$ cat src/rtl/uart_fifo_irq_pkg.sv
package uart_fifo_irq_pkg;

    localparam int FIFO_DEPTH = 64;
    localparam int LEVEL_W    = $clog2(FIFO_DEPTH + 1);
    localparam int TRIG_W     = 4;
    localparam int SEL_W      = 2;

    typedef logic [LEVEL_W-1:0] level_t;
    typedef logic [TRIG_W-1:0]  trig_t;
    typedef logic [SEL_W-1:0]   sel_t;

    typedef enum logic {THR_RX = 1'b0, THR_TX = 1'b1} thr_dir_e;

    typedef struct packed {
        logic rx_n;
        logic tx_n;
        logic fc;
        logic cfg_err;
    } irq_out_t;

    // fine trigger: four entries per step
    function automatic level_t trig_level(trig_t n);
        return level_t'({n, 2'b00});
    endfunction

    function automatic level_t rx_fixed(sel_t s);
        case (s)
            2'd0:    return level_t'(8);
            2'd1:    return level_t'(16);
            2'd2:    return level_t'(56);
            default: return level_t'(60);
        endcase
    endfunction

    function automatic level_t tx_fixed(sel_t s);
        case (s)
            2'd0:    return level_t'(8);
            2'd1:    return level_t'(16);
            2'd2:    return level_t'(32);
            default: return level_t'(56);
        endcase
    endfunction

    // flow threshold: zero code means a full FIFO
    function automatic level_t fc_level(trig_t n);
        return (n == '0) ? level_t'(FIFO_DEPTH) : trig_level(n);
    endfunction

endpackage

$ cat src/rtl/uart_thr_select.sv
module uart_thr_select
    import uart_fifo_irq_pkg::*;
#(
    parameter thr_dir_e DIR = THR_RX
) (
    input  trig_t  trig,
    input  sel_t   sel,
    output level_t thr
);
    level_t fixed_thr;

    generate
        if (DIR == THR_RX) begin : g_rx_table
            assign fixed_thr = rx_fixed(sel);
        end else begin : g_tx_table
            assign fixed_thr = tx_fixed(sel);
        end
    endgenerate

    assign thr = (trig != '0) ? trig_level(trig) : fixed_thr;
endmodule

$ cat src/rtl/uart_rx_irq.sv
module uart_rx_irq
    import uart_fifo_irq_pkg::*;
(
    input  logic   clk,
    input  logic   rst,
    input  logic   enable,
    input  level_t level,
    input  level_t thr,
    output logic   irq_n
);
    always_ff @(posedge clk) begin
        if (rst)
            irq_n <= 1'b1;
        else
            irq_n <= !(enable && (level >= thr));
    end
endmodule

$ cat src/rtl/uart_tx_irq.sv
module uart_tx_irq
    import uart_fifo_irq_pkg::*;
(
    input  logic   clk,
    input  logic   rst,
    input  logic   enable,
    input  level_t level,
    input  level_t thr,
    output logic   irq_n
);
    logic armed;

    always_ff @(posedge clk) begin
        if (rst)
            armed <= 1'b0;
        else if (!enable)
            armed <= 1'b0;
        else if (level == '0)
            armed <= 1'b1;
        else if (level >= thr)
            armed <= 1'b0;
    end

    assign irq_n = ~armed;
endmodule

$ cat src/rtl/uart_fc_ctl.sv
module uart_fc_ctl
    import uart_fifo_irq_pkg::*;
(
    input  logic   clk,
    input  logic   rst,
    input  logic   fifo_en,
    input  level_t rx_level,
    input  trig_t  fc_trig,
    input  level_t rx_thr,
    output level_t fc_thr,
    output logic   fc_req,
    output logic   cfg_err
);
    assign fc_thr = fc_level(fc_trig);

    always_ff @(posedge clk) begin
        if (rst) begin
            fc_req  <= 1'b0;
            cfg_err <= 1'b0;
        end else begin
            fc_req  <= fifo_en && (rx_level >= fc_thr);
            cfg_err <= (fc_thr < rx_thr);
        end
    end
endmodule

$ cat src/rtl/uart_fifo_irq_gen.sv
module uart_fifo_irq_gen
    import uart_fifo_irq_pkg::*;
(
    input  logic       clk,
    input  logic       rst,
    input  logic       fifo_en,
    input  logic       rx_ie,
    input  logic       tx_ie,
    input  logic [1:0] rx_sel,
    input  logic [1:0] tx_sel,
    input  logic [3:0] rx_trig,
    input  logic [3:0] tx_trig,
    input  logic [3:0] fc_trig,
    input  logic [6:0] rx_level,
    input  logic [6:0] tx_level,
    output logic       rx_irq_n,
    output logic       tx_irq_n,
    output logic       fc_req,
    output logic       fc_cfg_err
);
    level_t   rx_thr;
    level_t   tx_thr;
    level_t   fc_thr;
    irq_out_t outs;

    uart_thr_select #(.DIR(THR_RX)) u_rx_sel (
        .trig (rx_trig),
        .sel  (rx_sel),
        .thr  (rx_thr)
    );

    uart_thr_select #(.DIR(THR_TX)) u_tx_sel (
        .trig (tx_trig),
        .sel  (tx_sel),
        .thr  (tx_thr)
    );

    uart_rx_irq u_rx_irq (
        .clk    (clk),
        .rst    (rst),
        .enable (fifo_en && rx_ie),
        .level  (rx_level),
        .thr    (rx_thr),
        .irq_n  (outs.rx_n)
    );

    uart_tx_irq u_tx_irq (
        .clk    (clk),
        .rst    (rst),
        .enable (fifo_en && tx_ie),
        .level  (tx_level),
        .thr    (tx_thr),
        .irq_n  (outs.tx_n)
    );

    uart_fc_ctl u_fc (
        .clk      (clk),
        .rst      (rst),
        .fifo_en  (fifo_en),
        .rx_level (rx_level),
        .fc_trig  (fc_trig),
        .rx_thr   (rx_thr),
        .fc_thr   (fc_thr),
        .fc_req   (outs.fc),
        .cfg_err  (outs.cfg_err)
    );

    assign rx_irq_n   = outs.rx_n;
    assign tx_irq_n   = outs.tx_n;
    assign fc_req     = outs.fc;
    assign fc_cfg_err = outs.cfg_err;
endmodule

$ cat config.mk
export PLATFORM = sky130hd
export DESIGN_NAME = uart_fifo_irq_gen
export DESIGN_NICKNAME = d
export VERILOG_FILES = /design/src/rtl/uart_fifo_irq_pkg.sv /design/src/rtl/uart_thr_select.sv /design/src/rtl/uart_rx_irq.sv /design/src/rtl/uart_tx_irq.sv /design/src/rtl/uart_fc_ctl.sv /design/src/rtl/uart_fifo_irq_gen.sv
export SDC_FILE = /design/constraint.sdc
export NUM_CORES = 1
export LEC_CHECK = 0
export ABC_AREA = 1
export BUFFER_PORTS_ARGS = -buffer_cell sky130_fd_sc_hd__buf_2
export CAP_MARGIN = 5
export CORE_MARGIN = 10
export CORE_UTILIZATION = 40
export DETAILED_ROUTE_END_ITERATION = 10
export PLACE_DENSITY = 0.72
export SYNTH_ARGS = -nofsm -noshare
export SYNTH_HDL_FRONTEND = slang
export SYNTH_SLANG_ARGS = --single-unit
$ cat constraint.sdc
create_clock -name clk -period 4.1 [get_ports clk]
set_input_delay 0.205 -clock clk [delete_from_list [all_inputs] [get_ports clk]]
set_output_delay 0.205 -clock clk [all_outputs]
set_load 0.1 [all_outputs]
; Yosys cells after proc, flatten, opt, wreduce, memory -nomap -nowiden
; Index checks and enable logic that the tools add are counted.
[classes]
n_lt_le_gt_ge = 4
eq_ne = 4
n_mux = 7
reduce_logical = 13
bitwise_logic = 2
[ops]
columns = cell, count
row1 = 6-bit case mux with 3 select lines, 2
row2 = 7-bit by 6-bit >= comparator with 1-bit output, 2
row3 = 6-bit 2-to-1 mux, 2
row4 = 4-bit nonzero test, 2
row5 = 7-bit >= comparator, 1
row6 = 7-bit logical NOT, 1
row7 = 7-bit by 6-bit < comparator with 1-bit output, 1
row8 = 7-bit 2-to-1 mux, 1
row9 = "2-bit by 1-bit == test with 1-bit output, second input constant", 2
row10 = "2-bit == test, second input constant", 2
row11 = 1-bit logical AND, 4
row12 = 2-bit logical NOT, 2
row13 = 4-bit logical NOT, 1
row14 = 1-bit 2-to-1 mux, 2
row15 = 1-bit NOT, 2
row16 = 2-bit nonzero test, 1
row17 = 2-bit OR reduction, 1
row18 = 1-bit logical NOT, 1
[word_totals]
out_inout_bits = 4
ff_bits = 4

; Logic depth before layout (Yosys ltp)
; Gate-level depths: netlist of run 1.
[depth]
word_depth = 6
mapped_depth = 13

; By module
; A second synthesis of run 1 with hierarchy kept.
[hier_totals]
hier_cells = 200
hier_area_um2 = 1133.6
[modules_own_cells]
columns = module, cells_each, n_inst, area_each_um2
row1 = uart_fc_ctl, 66, 1, 389.1
row2 = uart_tx_irq, 42, 1, 252.7
row3 = uart_rx_irq, 38, 1, 226.5
row4 = uart_thr_select (u_tx_sel), 26, 1, 138.9
row5 = uart_thr_select (u_rx_sel), 24, 1, 111.4
row6 = uart_fifo_irq_gen, 4, 1, 15.0

; Least setup slack after synthesis of run 1
; Ideal clock, no wire load.
[synth_path]
path_type = input port to flip-flop
startpoint = input tx_sel[0]
endpoint = register u_tx_irq.armed
setup_time_ns = 0.056
t_arrival_ns = 1.433
stages = 12
required_time_ns = 4.044
path_slack_ns = 2.611
path_cell_list = inv_1 > ha_1 > a31o_2 > inv_1 > ha_1 > nand2_1 > inv_1 > nand3_1 > nand3_1 > o21bai_1 > nand2_1 > inv_1
[synth_via]
elab_chain_len = 5
word_cells_on_any_way = 7
cone_classes = order compare (1) / eq/ne (2) / mux (2) / reduce/logical (2)
[synth_lines]
columns = item, line
row1 = start: declaration, uart_fifo_irq_gen.sv:10  ; input logic [1:0] tx_sel,
row2 = 2-bit == test (tied with other cells), uart_fifo_irq_pkg.sv:36  ; case (s)
row3 = 6-bit case mux with 3 select lines (*), uart_fifo_irq_pkg.sv:36
row4 = 6-bit 2-to-1 mux (*), uart_thr_select.sv:20  ; assign thr = (trig != '0) ? trig_level(trig) : fixed_thr;
row5 = 7-bit by 6-bit >= comparator with 1-bit output (*), uart_tx_irq.sv:20  ; else if (level >= thr)
row6 = 2-bit nonzero test (no line) (*), n/a
row7 = end signal: assignment, uart_tx_irq.sv:17  ; armed <= 1'b0;
row8 = end signal: assignment, uart_tx_irq.sv:19  ; armed <= 1'b1;
row9 = end signal: assignment, uart_tx_irq.sv:21  ; armed <= 1'b0;
row10 = end: declaration, uart_tx_irq.sv:11  ; logic armed;
; Mark *: on every way between the ends. The rest lies on a longest branch, timed or not.
; A chain may end at the register's enable or synchronous reset.

; Worst setup path after layout of run 1
; Same ends and word-level chain as after synthesis.

==> impl_metrics.prom, run 1 <==
# TYPE chip_impl_metric gauge
chip_impl_info{name="grt.busiest_layer",value="met2"} 1
chip_impl_metric{name="totalNegativeSetupSlack",unit="ns"} 0
chip_impl_metric{name="die_w",unit="um"} 63.9
chip_impl_metric{name="floorplan.core_area",unit="sq um"} 1780
chip_impl_info{name="critical_path.startpoint_type",value="input pin"} 1
chip_impl_metric{name="fp.dieH",unit="um"} 63.9
chip_impl_metric{name="grt_first_pass_wirelength",unit="um"} 3330
chip_impl_metric{name="p_sw_share",unit="%"} 38.7
chip_impl_metric{name="power.sequential.fraction",unit="%"} 23.2
chip_impl_metric{name="timing_hold_violations_final",unit=""} 0
chip_impl_metric{name="groute.layer.met1.usage",unit="%"} 9.37
chip_impl_metric{name="effective_utilization_at_floorplan",unit="%"} 43.2
chip_impl_metric{name="combPwrFrac",unit="%"} 50.3
chip_impl_info{name="most_common_library_cell_in_the_layout_ignoring_fill_and_taps",value="sky130_fd_sc_hd__buf_2"} 1
chip_impl_metric{name="drt-pass1-iter-count",unit=""} 4
chip_impl_metric{name="critical_path_buf_inv_count",unit=""} 5
chip_impl_metric{name="ys_warn_count",unit=""} 0
chip_impl_metric{name="ys_seq_area_share",unit="%"} 10.4
chip_impl_metric{name="period_share",unit="%"} 36.0
chip_impl_metric{name="globalRouteMet3Util",unit="%"} 4.18
chip_impl_info{name="timing.critical_path.cells",value="buf_2 -> inv_1 -> ha_1 -> a31o_2 -> inv_1 -> ha_1 -> nand2_1 -> inv_1 -> nand3_1 -> nand3_1 -> o21bai_1 -> nand2_1 -> inv_1"} 1
chip_impl_metric{name="leakage",unit="nW"} 0.622
chip_impl_metric{name="finalNetCount",unit=""} 221
chip_impl_metric{name="power.total",unit="mW"} 0.179
chip_impl_metric{name="worst_clock_skew",unit="ns"} 0
chip_impl_metric{name="cts-root-to-sink-buffers",unit=""} 2
chip_impl_metric{name="clk_transition_reported_paths",unit="ns"} 0.04
chip_impl_metric{name="via_count_of_the_first_global_routing_pass",unit=""} 867
chip_impl_metric{name="total_nets_after_synthesis",unit=""} 181
chip_impl_metric{name="holdWs",unit="ns"} 0.226
chip_impl_metric{name="postCtsSetupBuffers",unit=""} 0
chip_impl_metric{name="critical_path_arrival",unit="ns"} 1.65
chip_impl_metric{name="place.detailed.hpwl",unit="um"} 1870
chip_impl_info{name="rsz0062_at_grt",value="no"} 1
chip_impl_metric{name="grt_util_met2",unit="%"} 17.3
chip_impl_metric{name="synthesis.area",unit="sq um"} 771
chip_impl_metric{name="h-tree-depth",unit=""} 1
chip_impl_metric{name="initial_antenna_violation_count",unit=""} 0
chip_impl_metric{name="gpl.final_weighted_congestion",unit=""} 0.768
chip_impl_metric{name="synthDistinctLibCells",unit=""} 20
chip_impl_metric{name="port-buffer-count",unit=""} 38
chip_impl_metric{name="first_iter_violations",unit=""} 31
chip_impl_metric{name="route.final.wire_length",unit="um"} 2010
chip_impl_info{name="timing.critical_path.max_delay_family",value="adder cells"} 1
chip_impl_metric{name="peak_supply_drop",unit="mV"} 0.109
chip_impl_info{name="cp_endpoint_kind",value="flop"} 1
chip_impl_metric{name="overall_fraction_of_global_route_tracks_in_use",unit="%"} 9.41
chip_impl_metric{name="slew-limit-headroom",unit="%"} 67.5
chip_impl_metric{name="yosys_register_bits",unit=""} 4
chip_impl_metric{name="cts.sinks",unit=""} 4
chip_impl_metric{name="cpPeakStageDelay",unit="ns"} 0.27
chip_impl_metric{name="drt-vias-per-instance",unit=""} 4.50
chip_impl_metric{name="cts-hold-fix-buffers",unit=""} 0
chip_impl_metric{name="max_slew.worst_pin.slew",unit="ns"} 0.491
chip_impl_metric{name="worstPathMaxFanout",unit=""} 3
chip_impl_metric{name="post-route-min-period",unit="ns"} 1.48
chip_impl_metric{name="gr_overflow_total",unit=""} 0
chip_impl_metric{name="pwr_density_cell",unit="nW/um^2"} 178
chip_impl_info{name="worst_path_max_delay_cell",value="sky130_fd_sc_hd__ha_1"} 1
chip_impl_info{name="hold_removal_path_class",value="in2reg"} 1
chip_impl_metric{name="count_of_mapped_cells_out_of_synthesis",unit=""} 129
chip_impl_metric{name="fillerInstances",unit=""} 183
chip_impl_metric{name="maximum_clock_rate",unit="GHz"} 0.678
chip_impl_info{name="critical-path-top-cell-by-count",value="sky130_fd_sc_hd__inv_1"} 1
chip_impl_metric{name="drive_gt1_share",unit="%"} 27.5
chip_impl_metric{name="worst-endpoint-required",unit="ns"} 4.28
chip_impl_metric{name="post_cts.resized_instances",unit=""} 0
chip_impl_info{name="cts.root.buffer_cell",value="sky130_fd_sc_hd__clkbuf_4"} 1
chip_impl_metric{name="floorplan.die_area",unit="sq um"} 4080
chip_impl_metric{name="timing_max_transition_violations_final",unit=""} 0
chip_impl_metric{name="grt_start_max_net_pins",unit=""} 5
chip_impl_metric{name="rows",unit=""} 15
chip_impl_metric{name="flow.area_growth_from_synthesis",unit="%"} 30.2
chip_impl_info{name="yosys-top-cells-area",value="sky130_fd_sc_hd__ha_1 (28%), sky130_fd_sc_hd__inv_1 (14%), sky130_fd_sc_hd__nand2_1 (13%)"} 1
chip_impl_info{name="synth_largest_area_cell",value="sky130_fd_sc_hd__ha_1"} 1
chip_impl_metric{name="cts_buf_count",unit=""} 3
chip_impl_metric{name="clkLatencyLatePin",unit="ns"} 0.23
chip_impl_metric{name="maxCapViolations",unit=""} 0
chip_impl_metric{name="drcViolationCount",unit=""} 0
chip_impl_metric{name="antenna_cells",unit=""} 0
chip_impl_metric{name="detail_routed_net_length_per_standard_cell",unit="um"} 10.4
chip_impl_metric{name="pwr-share-clk",unit="%"} 26.5
chip_impl_metric{name="setup-violations-final",unit=""} 0
chip_impl_info{name="run_status",value="finished clean"} 1
chip_impl_metric{name="p_sw",unit="mW"} 0.0691
chip_impl_metric{name="yosys.area.top_type_share",unit="%"} 27.6
chip_impl_metric{name="synth_area_per_cell",unit="sq um"} 5.97
chip_impl_metric{name="cell_internal_pwr",unit="mW"} 0.110
chip_impl_info{name="final_cell_mix",value="sky130_fd_sc_hd__buf_2 (38), sky130_fd_sc_hd__inv_1 (29), sky130_fd_sc_hd__nand2_1 (27)"} 1
chip_impl_info{name="setup.worst_path.class",value="in2reg"} 1
chip_impl_metric{name="postRouteAntennaNets",unit=""} 0
chip_impl_info{name="tritoncts",value="done"} 1
chip_impl_metric{name="route.vias.total",unit=""} 864
chip_impl_metric{name="floorplan.io_pins",unit=""} 39
-- cells in the mapped netlist --
master and instances:
sky130_fd_sc_hd__a21boi_0 2, sky130_fd_sc_hd__ha_1 17, sky130_fd_sc_hd__nor4_1 1, sky130_fd_sc_hd__a31o_2 1, sky130_fd_sc_hd__dfxtp_1 4, sky130_fd_sc_hd__nor3_1 2
sky130_fd_sc_hd__or2_1 1, sky130_fd_sc_hd__nand3_1 7, sky130_fd_sc_hd__o21ai_0 1, sky130_fd_sc_hd__nand2_1 27, sky130_fd_sc_hd__nor2_1 18, sky130_fd_sc_hd__nand4_1 3
sky130_fd_sc_hd__a21oi_2 1, sky130_fd_sc_hd__or2_0 1, sky130_fd_sc_hd__clkbuf_1 3, sky130_fd_sc_hd__a21oi_1 4, sky130_fd_sc_hd__or2_2 1, sky130_fd_sc_hd__inv_1 29
sky130_fd_sc_hd__o21bai_1 4, sky130_fd_sc_hd__nor2_2 2
-- logic make-up (layout without fill, tap and decap cells) --
logic type,after synthesis,in the layout,share of synthesized area (%)
AND/OR/NAND/NOR,63,63,35.1
buffers and inverters,32,70,15.6
adder cells (fa/ha/maj),17,17,27.6
AO/OA/AOI/OAI,13,13,11.4
flip-flops,4,4,10.4
-- routing by layer --
metal | vias up | part of all wire, %
li1 | 480 | -
met1 | 361 | 41
met2 | 23 | 50
met3 | 0 | 8.7
met4 | 0 | 0
met5 | - | 0
-- worst reg2reg max path, cell delays in order (launching register included) --
cell                       delay, ns
sky130_fd_sc_hd__dfxtp_1        0.29
sky130_fd_sc_hd__inv_1          0.05
sky130_fd_sc_hd__o21bai_1       0.15
sky130_fd_sc_hd__nand2_1        0.06
sky130_fd_sc_hd__inv_1          0.04
-- stage by stage --
step                      instance area, sq um  worst slack [ns]  std cells  util (%)
after floorplan                            771              2.61        129         -
after global placement                     981              2.45        189      55.0
after detailed placement                   981              2.39        189      55.0
after CTS                                 1000              2.63        192      56.3
after global routing                      1000              2.47        192      56.3
final                                     1000              2.62        192      56.3
-- worst paths after layout --
kind,start,endpoint,slack [ns],cells after the start
setup / recovery,tx_sel[0],u_tx_irq.armed,2.62,13
hold / removal,rx_ie,u_rx_irq.irq_n,0.23,4
setup reg to reg,u_tx_irq.armed,u_tx_irq.armed,3.46,4
hold reg to reg,u_tx_irq.armed,u_tx_irq.armed,0.55,4
-- power groups by stage --
| stage | Sequential [mW] | Combinational, mW | Clock (mW) |
|---|---|---|---|
| floorplan | 0.0565 | 0.0447 | 0 |
| global placement | 0.0420 | 0.0880 | 0 |
| detailed placement | 0.0420 | 0.0900 | 0 |
| CTS | 0.0414 | 0.0905 | 0.0495 |
| global route | 0.0415 | 0.103 | 0.0517 |
| finish | 0.0414 | 0.0899 | 0.0474 |
-- flip-flops by register name (all words and copies together), names as in the netlist --
| name | cells |
|---|---|
| u_fc.cfg_err | 1 |
| u_fc.fc_req | 1 |
| u_rx_irq.irq_n | 1 |
| u_tx_irq.armed | 1 |
-- final cells by class --
type	instances	area, sq um	share of cell area, %
Multi-Input combinational cell	93	571	56.9
Tap cell	25	31.3	3.12
Inverter	29	109	10.8
Clock buffer	3	22.5	2.24
Timing Repair Buffer	38	190	19.0
Sequential cell	4	80.1	7.98
(Power assumes the default switching activity.)
==> run 2: changes to the inputs <==
- clock period: 4.1 -> 1.45 ns (I/O delays scaled with it)
==> impl_metrics.prom, run 2 (synthesized netlist as in run 1, its figures left out) <==
# TYPE chip_impl_metric gauge
chip_impl_metric{name="clk_transition_reported_paths",unit="ns"} 0.04
chip_impl_info{name="setup.worst_path.class",value="in2reg"} 1
chip_impl_metric{name="p_sw",unit="mW"} 0.199
chip_impl_metric{name="leakage",unit="nW"} 0.643
chip_impl_metric{name="post-route-min-period",unit="ns"} 1.29
chip_impl_metric{name="holdWs",unit="ns"} 0.0899
chip_impl_metric{name="pwr-share-clk",unit="%"} 25.9
chip_impl_metric{name="cts_buf_count",unit=""} 3
chip_impl_metric{name="detail_routed_net_length_per_standard_cell",unit="um"} 10.3
chip_impl_metric{name="route.final.wire_length",unit="um"} 2010
chip_impl_info{name="most_common_library_cell_in_the_layout_ignoring_fill_and_taps",value="sky130_fd_sc_hd__buf_2"} 1
chip_impl_metric{name="drt-pass1-iter-count",unit=""} 4
chip_impl_metric{name="timing.reg2reg.setup_slack",unit="ns"} 0.84
chip_impl_metric{name="grt_start_max_net_pins",unit=""} 5
chip_impl_info{name="timing.critical_path.cells",value="buf_4 -> ha_2 -> nor2_1 -> nor2_1 -> nor2_1 -> ha_1 -> nand2_1 -> nand2_1 -> a21oi_2 -> nand3_1 -> o21bai_1 -> nand2_1 -> inv_1"} 1
chip_impl_metric{name="h-tree-depth",unit=""} 1
chip_impl_info{name="run_status",value="finished clean"} 1
chip_impl_metric{name="cts.sinks",unit=""} 4
chip_impl_metric{name="cts-root-to-sink-buffers",unit=""} 2
chip_impl_metric{name="initial_antenna_violation_count",unit=""} 0
chip_impl_metric{name="critical_path_buf_inv_count",unit=""} 2
chip_impl_metric{name="power.sequential.fraction",unit="%"} 22.5
chip_impl_metric{name="drive_gt1_share",unit="%"} 31.6
chip_impl_metric{name="register_area",unit="sq um"} 80.1
chip_impl_metric{name="setup-violations-final",unit=""} 0
chip_impl_metric{name="hold_path_depth",unit=""} 4
chip_impl_info{name="hold_removal_path_class",value="in2reg"} 1
chip_impl_metric{name="timing_max_transition_violations_final",unit=""} 0
chip_impl_metric{name="drt-vias-per-instance",unit=""} 4.43
chip_impl_metric{name="postRouteAntennaNets",unit=""} 0
chip_impl_metric{name="power.total",unit="mW"} 0.519
chip_impl_metric{name="cell_internal_pwr",unit="mW"} 0.320
chip_impl_metric{name="grt_first_pass_wirelength",unit="um"} 3370
chip_impl_metric{name="antenna_cells",unit=""} 0
chip_impl_info{name="worst_path_max_delay_cell",value="sky130_fd_sc_hd__ha_1"} 1
chip_impl_metric{name="maxCapViolations",unit=""} 0
chip_impl_metric{name="peak_supply_drop",unit="mV"} 0.276
chip_impl_metric{name="groute.layer.met1.usage",unit="%"} 9.95
chip_impl_metric{name="gpl.final_weighted_congestion",unit=""} 0.791
chip_impl_metric{name="fillerInstances",unit=""} 178
chip_impl_metric{name="p_sw_share",unit="%"} 38.4
chip_impl_info{name="timing.critical_path.max_delay_family",value="simple AND/OR/NAND/NOR gates"} 1
chip_impl_metric{name="combPwrFrac",unit="%"} 51.6
chip_impl_metric{name="worstPathMaxFanout",unit=""} 3
chip_impl_metric{name="timing_hold_violations_final",unit=""} 0
chip_impl_metric{name="finalNetCount",unit=""} 225
chip_impl_metric{name="period_share",unit="%"} 89.2
chip_impl_metric{name="floorplan.die_area",unit="sq um"} 4080
chip_impl_metric{name="overall_fraction_of_global_route_tracks_in_use",unit="%"} 9.48
chip_impl_metric{name="pwr_density_cell",unit="nW/um^2"} 493
chip_impl_metric{name="floorplan.io_pins",unit=""} 39
chip_impl_metric{name="postCtsSetupBuffers",unit=""} 0
chip_impl_metric{name="finish.instance_area",unit="sq um"} 1050
chip_impl_metric{name="route.vias.total",unit=""} 868
chip_impl_metric{name="floorplan.core_area",unit="sq um"} 1780
chip_impl_metric{name="worst_clock_skew",unit="ns"} 0
chip_impl_metric{name="critical_path_arrival",unit="ns"} 1.47
chip_impl_metric{name="rows",unit=""} 15
chip_impl_info{name="tritoncts",value="done"} 1
chip_impl_metric{name="post_dp_cell_area",unit="sq um"} 1010
chip_impl_info{name="grt.busiest_layer",value="met2"} 1
chip_impl_info{name="final_cell_mix",value="sky130_fd_sc_hd__buf_2 (36), sky130_fd_sc_hd__inv_1 (29), sky130_fd_sc_hd__nand2_1 (27)"} 1
chip_impl_metric{name="multiInputGateArea",unit="sq um"} 581
chip_impl_metric{name="place.detailed.hpwl",unit="um"} 1830
chip_impl_metric{name="effective_utilization_at_floorplan",unit="%"} 43.2
chip_impl_metric{name="port-buffer-count",unit=""} 38
chip_impl_info{name="hold_critical_path_endpoint",value="u_rx_irq.irq_n"} 1
chip_impl_metric{name="cts-hold-fix-buffers",unit=""} 0
chip_impl_metric{name="flow.area_growth_from_synthesis",unit="%"} 36.5
chip_impl_metric{name="worst-endpoint-required",unit="ns"} 1.63
chip_impl_metric{name="slew-limit-headroom",unit="%"} 67.3
chip_impl_info{name="critical_path.startpoint_type",value="input pin"} 1
chip_impl_metric{name="max_slew.worst_pin.slew",unit="ns"} 0.494
chip_impl_metric{name="first_iter_violations",unit=""} 15
chip_impl_info{name="hold_path_startpoint",value="rx_ie"} 1
chip_impl_info{name="r2r-start",value="u_tx_irq.armed"} 1
chip_impl_info{name="reg2reg_to",value="u_tx_irq.armed"} 1
chip_impl_metric{name="totalNegativeSetupSlack",unit="ns"} 0
chip_impl_metric{name="cpPeakStageDelay",unit="ns"} 0.27
chip_impl_metric{name="clkLatencyLatePin",unit="ns"} 0.23
chip_impl_metric{name="post_cts.resized_instances",unit=""} 0
chip_impl_info{name="cp_endpoint_kind",value="flop"} 1
chip_impl_metric{name="fp.dieH",unit="um"} 63.9
chip_impl_metric{name="r2r_cells",unit=""} 4
chip_impl_metric{name="gr_overflow_total",unit=""} 0
chip_impl_metric{name="globalRouteMet3Util",unit="%"} 3.31
chip_impl_metric{name="die_w",unit="um"} 63.9
chip_impl_info{name="cts.root.buffer_cell",value="sky130_fd_sc_hd__clkbuf_4"} 1
chip_impl_metric{name="grt_util_met2",unit="%"} 17.4
chip_impl_metric{name="drcViolationCount",unit=""} 0
chip_impl_metric{name="via_count_of_the_first_global_routing_pass",unit=""} 868
chip_impl_metric{name="maximum_clock_rate",unit="GHz"} 0.773
==> run 2: cell count changes in the layout (fill, tap and decap cells not counted), sizes merged <==
| cell | change |
|---|---|
| buf | +4 |
==> run 2: power by group through the flow <==
stage / Sequential [mW] / Clock (mW) / Combinational, mW
4_1_cts: 0.117 / 0.138 / 0.264
2_1_floorplan: 0.160 / 0 / 0.126
3_5_place_dp: 0.119 / 0 / 0.262
6_report: 0.117 / 0.134 / 0.268
3_3_place_gp: 0.119 / 0 / 0.257
5_1_grt: 0.118 / 0.147 / 0.305
==> run 2: tightest hold or removal path, stage by stage <==
cell and delay, ns:
sky130_fd_sc_hd__buf_2 0.09, sky130_fd_sc_hd__inv_1 0.04, sky130_fd_sc_hd__nor2_1 0.04, sky130_fd_sc_hd__nand2_1 0.05
==> run 2: per-layer routing <==
| layer | up-vias | share of wire (%) |
|---|---|---|
| met3 | 0 | 7.3 |
| met5 | - | 0 |
| met4 | 0 | 0 |
| met2 | 19 | 49 |
| li1 | 490 | - |
| met1 | 359 | 44 |
==> run 2: final cells by class <==
class | instances | share of cell area [%]
Clock buffer | 3 | 2.14
Inverter | 29 | 10.3
Multi-Input combinational cell | 93 | 55.2
Sequential cell | 4 | 7.61
Tap cell | 25 | 2.97
Timing Repair Buffer | 42 | 21.8
==> run 2: stage by stage <==
stage	setup slack, ns	std cells	utilization [%]
2_1_floorplan	0.0932	129	-
3_3_place_gp	-0.0641	193	56.7
3_5_place_dp	-0.0959	193	56.7
4_1_cts	0.143	196	58.0
5_1_grt	-0.00225	196	59.0
6_report	0.156	196	59.0
==> run 2: worst max path at each step <==
stage | from | endpoint | slack, ns | cells after the start
2_1_floorplan | tx_sel[0] | u_tx_irq.armed | 0.09 | 12
3_3_place_gp | tx_sel[0] | u_tx_irq.armed | -0.06 | 13
3_5_place_dp | tx_sel[0] | u_tx_irq.armed | -0.1 | 13
4_1_cts | tx_sel[0] | u_tx_irq.armed | 0.14 | 13
5_1_grt | tx_sel[0] | u_tx_irq.armed | -0.002 | 13
6_report | tx_sel[0] | u_tx_irq.armed | 0.16 | 13
==> run 3: changes to the inputs <==
- ABC_AREA: 1 -> unset
- PLACE_DENSITY: 0.72 -> 0.73
==> impl_metrics.prom, run 3 <==
# TYPE chip_impl_metric gauge
chip_impl_info{name="run_status",value="complete, but fails checks"} 1
chip_impl_info{name="failing_checks",value="setup timing"} 1
chip_impl_metric{name="drcViolationCount",unit=""} 0
chip_impl_metric{name="h-tree-depth",unit=""} 1
chip_impl_metric{name="initial_antenna_violation_count",unit=""} 0
chip_impl_metric{name="slew-limit-headroom",unit="%"} 67.6
chip_impl_metric{name="cts_buf_count",unit=""} 3
chip_impl_info{name="setup.worst_path.end",value="u_tx_irq.armed"} 1
chip_impl_info{name="cts.root.buffer_cell",value="sky130_fd_sc_hd__clkbuf_4"} 1
chip_impl_metric{name="first_iter_violations",unit=""} 16
chip_impl_metric{name="r2r_cells",unit=""} 4
chip_impl_metric{name="floorplan.core_area",unit="sq um"} 1690
chip_impl_metric{name="async_flop_share",unit="%"} 0
chip_impl_info{name="hold_removal_path_class",value="in2reg"} 1
chip_impl_info{name="reg2reg_to",value="u_tx_irq.armed"} 1
chip_impl_metric{name="count_of_mapped_cells_out_of_synthesis",unit=""} 88
chip_impl_metric{name="maxCapViolations",unit=""} 0
chip_impl_metric{name="drive_gt1_share",unit="%"} 46.4
chip_impl_info{name="final_cell_mix",value="sky130_fd_sc_hd__buf_2 (36), sky130_fd_sc_hd__ha_1 (16), sky130_fd_sc_hd__buf_4 (12)"} 1
chip_impl_info{name="synth_flop_cell",value="sky130_fd_sc_hd__dfxtp_1"} 1
chip_impl_info{name="setup.worst_path.class",value="in2reg"} 1
chip_impl_metric{name="fp.dieH",unit="um"} 61.8
chip_impl_metric{name="drt-vias-per-instance",unit=""} 5.45
chip_impl_metric{name="power.total",unit="mW"} 0.554
chip_impl_metric{name="synth_enable_flop_cells",unit=""} 0
chip_impl_info{name="worstSetupStartpoint",value="tx_sel[0]"} 1
chip_impl_metric{name="overall_fraction_of_global_route_tracks_in_use",unit="%"} 11.6
chip_impl_metric{name="final_cells",unit=""} 155
chip_impl_metric{name="fillerInstances",unit=""} 155
chip_impl_metric{name="peak_supply_drop",unit="mV"} 0.248
chip_impl_info{name="most_common_library_cell_in_the_layout_ignoring_fill_and_taps",value="sky130_fd_sc_hd__buf_2"} 1
chip_impl_info{name="synth_largest_area_cell",value="sky130_fd_sc_hd__ha_1"} 1
chip_impl_metric{name="timing_hold_violations_final",unit=""} 0
chip_impl_metric{name="synth_compound_area_share",unit="%"} 23.3
chip_impl_metric{name="die_w",unit="um"} 61.8
chip_impl_metric{name="ys_seq_area_share",unit="%"} 11.4
chip_impl_info{name="yosys.cell_count.top_type",value="sky130_fd_sc_hd__ha_1"} 1
chip_impl_metric{name="grt_start_max_net_pins",unit=""} 6
chip_impl_metric{name="max_slew.worst_pin.slew",unit="ns"} 0.490
chip_impl_metric{name="route.final.wire_length",unit="um"} 2040
chip_impl_metric{name="cts-root-to-sink-buffers",unit=""} 2
chip_impl_metric{name="timing.reg2reg.setup_slack",unit="ns"} 0.61
chip_impl_metric{name="cts.sinks",unit=""} 4
chip_impl_info{name="cp_endpoint_kind",value="flop"} 1
chip_impl_metric{name="port-buffer-count",unit=""} 38
chip_impl_info{name="tritoncts",value="done"} 1
chip_impl_metric{name="total_nets_after_synthesis",unit=""} 140
chip_impl_metric{name="route.vias.total",unit=""} 844
chip_impl_metric{name="worst-endpoint-required",unit="ns"} 1.62
chip_impl_metric{name="postRouteAntennaNets",unit=""} 0
chip_impl_metric{name="clk_transition_reported_paths",unit="ns"} 0.04
chip_impl_metric{name="floorplan.io_pins",unit=""} 39
chip_impl_metric{name="gr_overflow_total",unit=""} 0
chip_impl_metric{name="synthAdderAreaFrac",unit="%"} 30.4
chip_impl_metric{name="pwr_density_cell",unit="nW/um^2"} 514
chip_impl_metric{name="detail_routed_net_length_per_standard_cell",unit="um"} 13.1
chip_impl_metric{name="via_count_of_the_first_global_routing_pass",unit=""} 915
chip_impl_metric{name="post-route-min-period",unit="ns"} 1.47
chip_impl_metric{name="synth_area_per_cell",unit="sq um"} 7.95
chip_impl_metric{name="place.detailed.hpwl",unit="um"} 1890
chip_impl_metric{name="yosys.area_share.xor_xnor",unit="%"} 0
chip_impl_info{name="rsz0062_at_grt",value="yes"} 1
chip_impl_info{name="yosys-top-cells-area",value="sky130_fd_sc_hd__ha_1 (30%), sky130_fd_sc_hd__dfxtp_1 (11%), sky130_fd_sc_hd__inv_1 (5.4%)"} 1
chip_impl_metric{name="setup-violations-final",unit=""} 1
chip_impl_metric{name="grt_first_pass_wirelength",unit="um"} 3470
chip_impl_metric{name="synth.area.mux_share",unit="%"} 0
chip_impl_metric{name="floorplan.die_area",unit="sq um"} 3820
chip_impl_metric{name="setup_ws",unit="ns"} -0.0210
chip_impl_metric{name="leakage",unit="nW"} 0.575
chip_impl_metric{name="drt-pass1-iter-count",unit=""} 4
chip_impl_metric{name="synthDistinctLibCells",unit=""} 31
chip_impl_metric{name="totalNegativeSetupSlack",unit="ns"} -0.0210
chip_impl_metric{name="finalNetCount",unit=""} 192
chip_impl_metric{name="ys_warn_count",unit=""} 0
chip_impl_metric{name="synthesis.area",unit="sq um"} 699
chip_impl_metric{name="synthSimpleGateAreaFrac",unit="%"} 27.9
chip_impl_metric{name="effective_utilization_at_floorplan",unit="%"} 41.4
chip_impl_info{name="critical_path.startpoint_type",value="input pin"} 1
chip_impl_metric{name="yosys_register_bits",unit=""} 4
chip_impl_metric{name="flow.area_growth_from_synthesis",unit="%"} 54.2
chip_impl_info{name="ys_top_cells_by_count",value="sky130_fd_sc_hd__ha_1 (17), sky130_fd_sc_hd__inv_1 (10), sky130_fd_sc_hd__nor2_1 (9), sky130_fd_sc_hd__nor2b_1 (5)"} 1
chip_impl_metric{name="clkLatencyLatePin",unit="ns"} 0.23
chip_impl_metric{name="gpl.final_weighted_congestion",unit=""} 0.769
chip_impl_metric{name="rows",unit=""} 15
chip_impl_metric{name="timing_max_transition_violations_final",unit=""} 0
chip_impl_info{name="r2r-start",value="u_tx_irq.armed"} 1
chip_impl_metric{name="antenna_cells",unit=""} 0
chip_impl_metric{name="yosys.area.top_type_share",unit="%"} 30.4
chip_impl_metric{name="worstPathMaxFanout",unit=""} 2
chip_impl_metric{name="critical_path_arrival",unit="ns"} 1.64
chip_impl_metric{name="maximum_clock_rate",unit="GHz"} 0.680
chip_impl_metric{name="period_share",unit="%"} 101
chip_impl_info{name="dominant_combinational_cell_family_by_area_after_synthesis",value="adder cells"} 1
chip_impl_metric{name="placed_cells_incl_taps",unit=""} 152
chip_impl_metric{name="worst_clock_skew",unit="ns"} 0
==> run 3: critical path, cell delays in order <==
cell	delay, ns
sky130_fd_sc_hd__buf_8	0.09
sky130_fd_sc_hd__inv_8	0.03
sky130_fd_sc_hd__ha_4	0.24
sky130_fd_sc_hd__nor4b_4	0.17
sky130_fd_sc_hd__nor2_1	0.07
sky130_fd_sc_hd__ha_1	0.28
sky130_fd_sc_hd__nor2b_1	0.14
sky130_fd_sc_hd__a311o_1	0.27
sky130_fd_sc_hd__a21o_1	0.17
sky130_fd_sc_hd__a21oi_2	0.12
==> run 3: stage by stage <==
| stage | cell area (sq um) | setup slack (ns) | utilization [%] | hold WS (ns) |
|---|---|---|---|---|
| after CTS | 1060 | -0.0209 | 63.0 | 0.0833 |
| after global placement | 1020 | -0.315 | 60.1 | 0.333 |
| final | 1080 | -0.0210 | 63.9 | 0.0858 |
| after global routing | 1080 | -0.0846 | 63.9 | 0.0968 |
| after floorplan | 726 | -0.108 | - | 0.206 |
| after detailed placement | 1020 | -0.370 | 60.1 | 0.329 |
==> run 3: how the worst min path moves through the flow <==
stage               startpoint        endpoint  slack [ns]  cells after the start
floorplan                tx_ie  u_tx_irq.armed        0.21                      2
global placement         tx_ie  u_tx_irq.armed        0.33                      3
detailed placement       tx_ie  u_tx_irq.armed        0.33                      3
CTS                      tx_ie  u_tx_irq.armed        0.08                      3
global route             tx_ie  u_tx_irq.armed         0.1                      3
finish                   tx_ie  u_tx_irq.armed        0.09                      3
==> run 3: kinds of logic after synthesis <==
family | after synthesis
flip-flops | 4
adder cells (fa/ha/maj) | 17
buffers and inverters | 13
AO/OA/AOI/OAI | 21
AND/OR/NAND/NOR | 33
==> run 3: layout make-up <==
type | count | area (sq um) | share of cell area [%]
timing repair buffer | 50 | 297 | 27.5
inverter | 10 | 45.0 | 4.18
clock buffer | 3 | 22.5 | 2.09
sequential | 4 | 80.1 | 7.42
tap | 17 | 21.3 | 1.97
multi-input combinational | 71 | 613 | 56.8
==> run 3: repair_timing <==
| item | in CTS | in global routing |
|---|---|---|
| hold buffers | 0 | 0 |
| endpoints found under the setup margin | 1 | 2 |
| pin swaps | 2 | 0 |
| gates resized for setup | 6 | 3 |
| buffers inserted | 0 | 0 |
==> run 3: where the power goes <==
group | total, mW | internal (mW) | switching, mW
combinational | 0.297 | 0.134 | 0.163
sequential | 0.119 | 0.117 | 0.00156
clock | 0.138 | 0.0926 | 0.0455
==> run 3: per-layer routing <==
layer | vias to the layer above | wire [um] | global-route usage (%)
met3 | 5 | 193 | 2.64
met5 | - | 0 | 0
met1 | 375 | 840 | 12.9
met4 | 0 | 35 | 5.73
met2 | 36 | 969 | 20.4
li1 | 428 | - | -
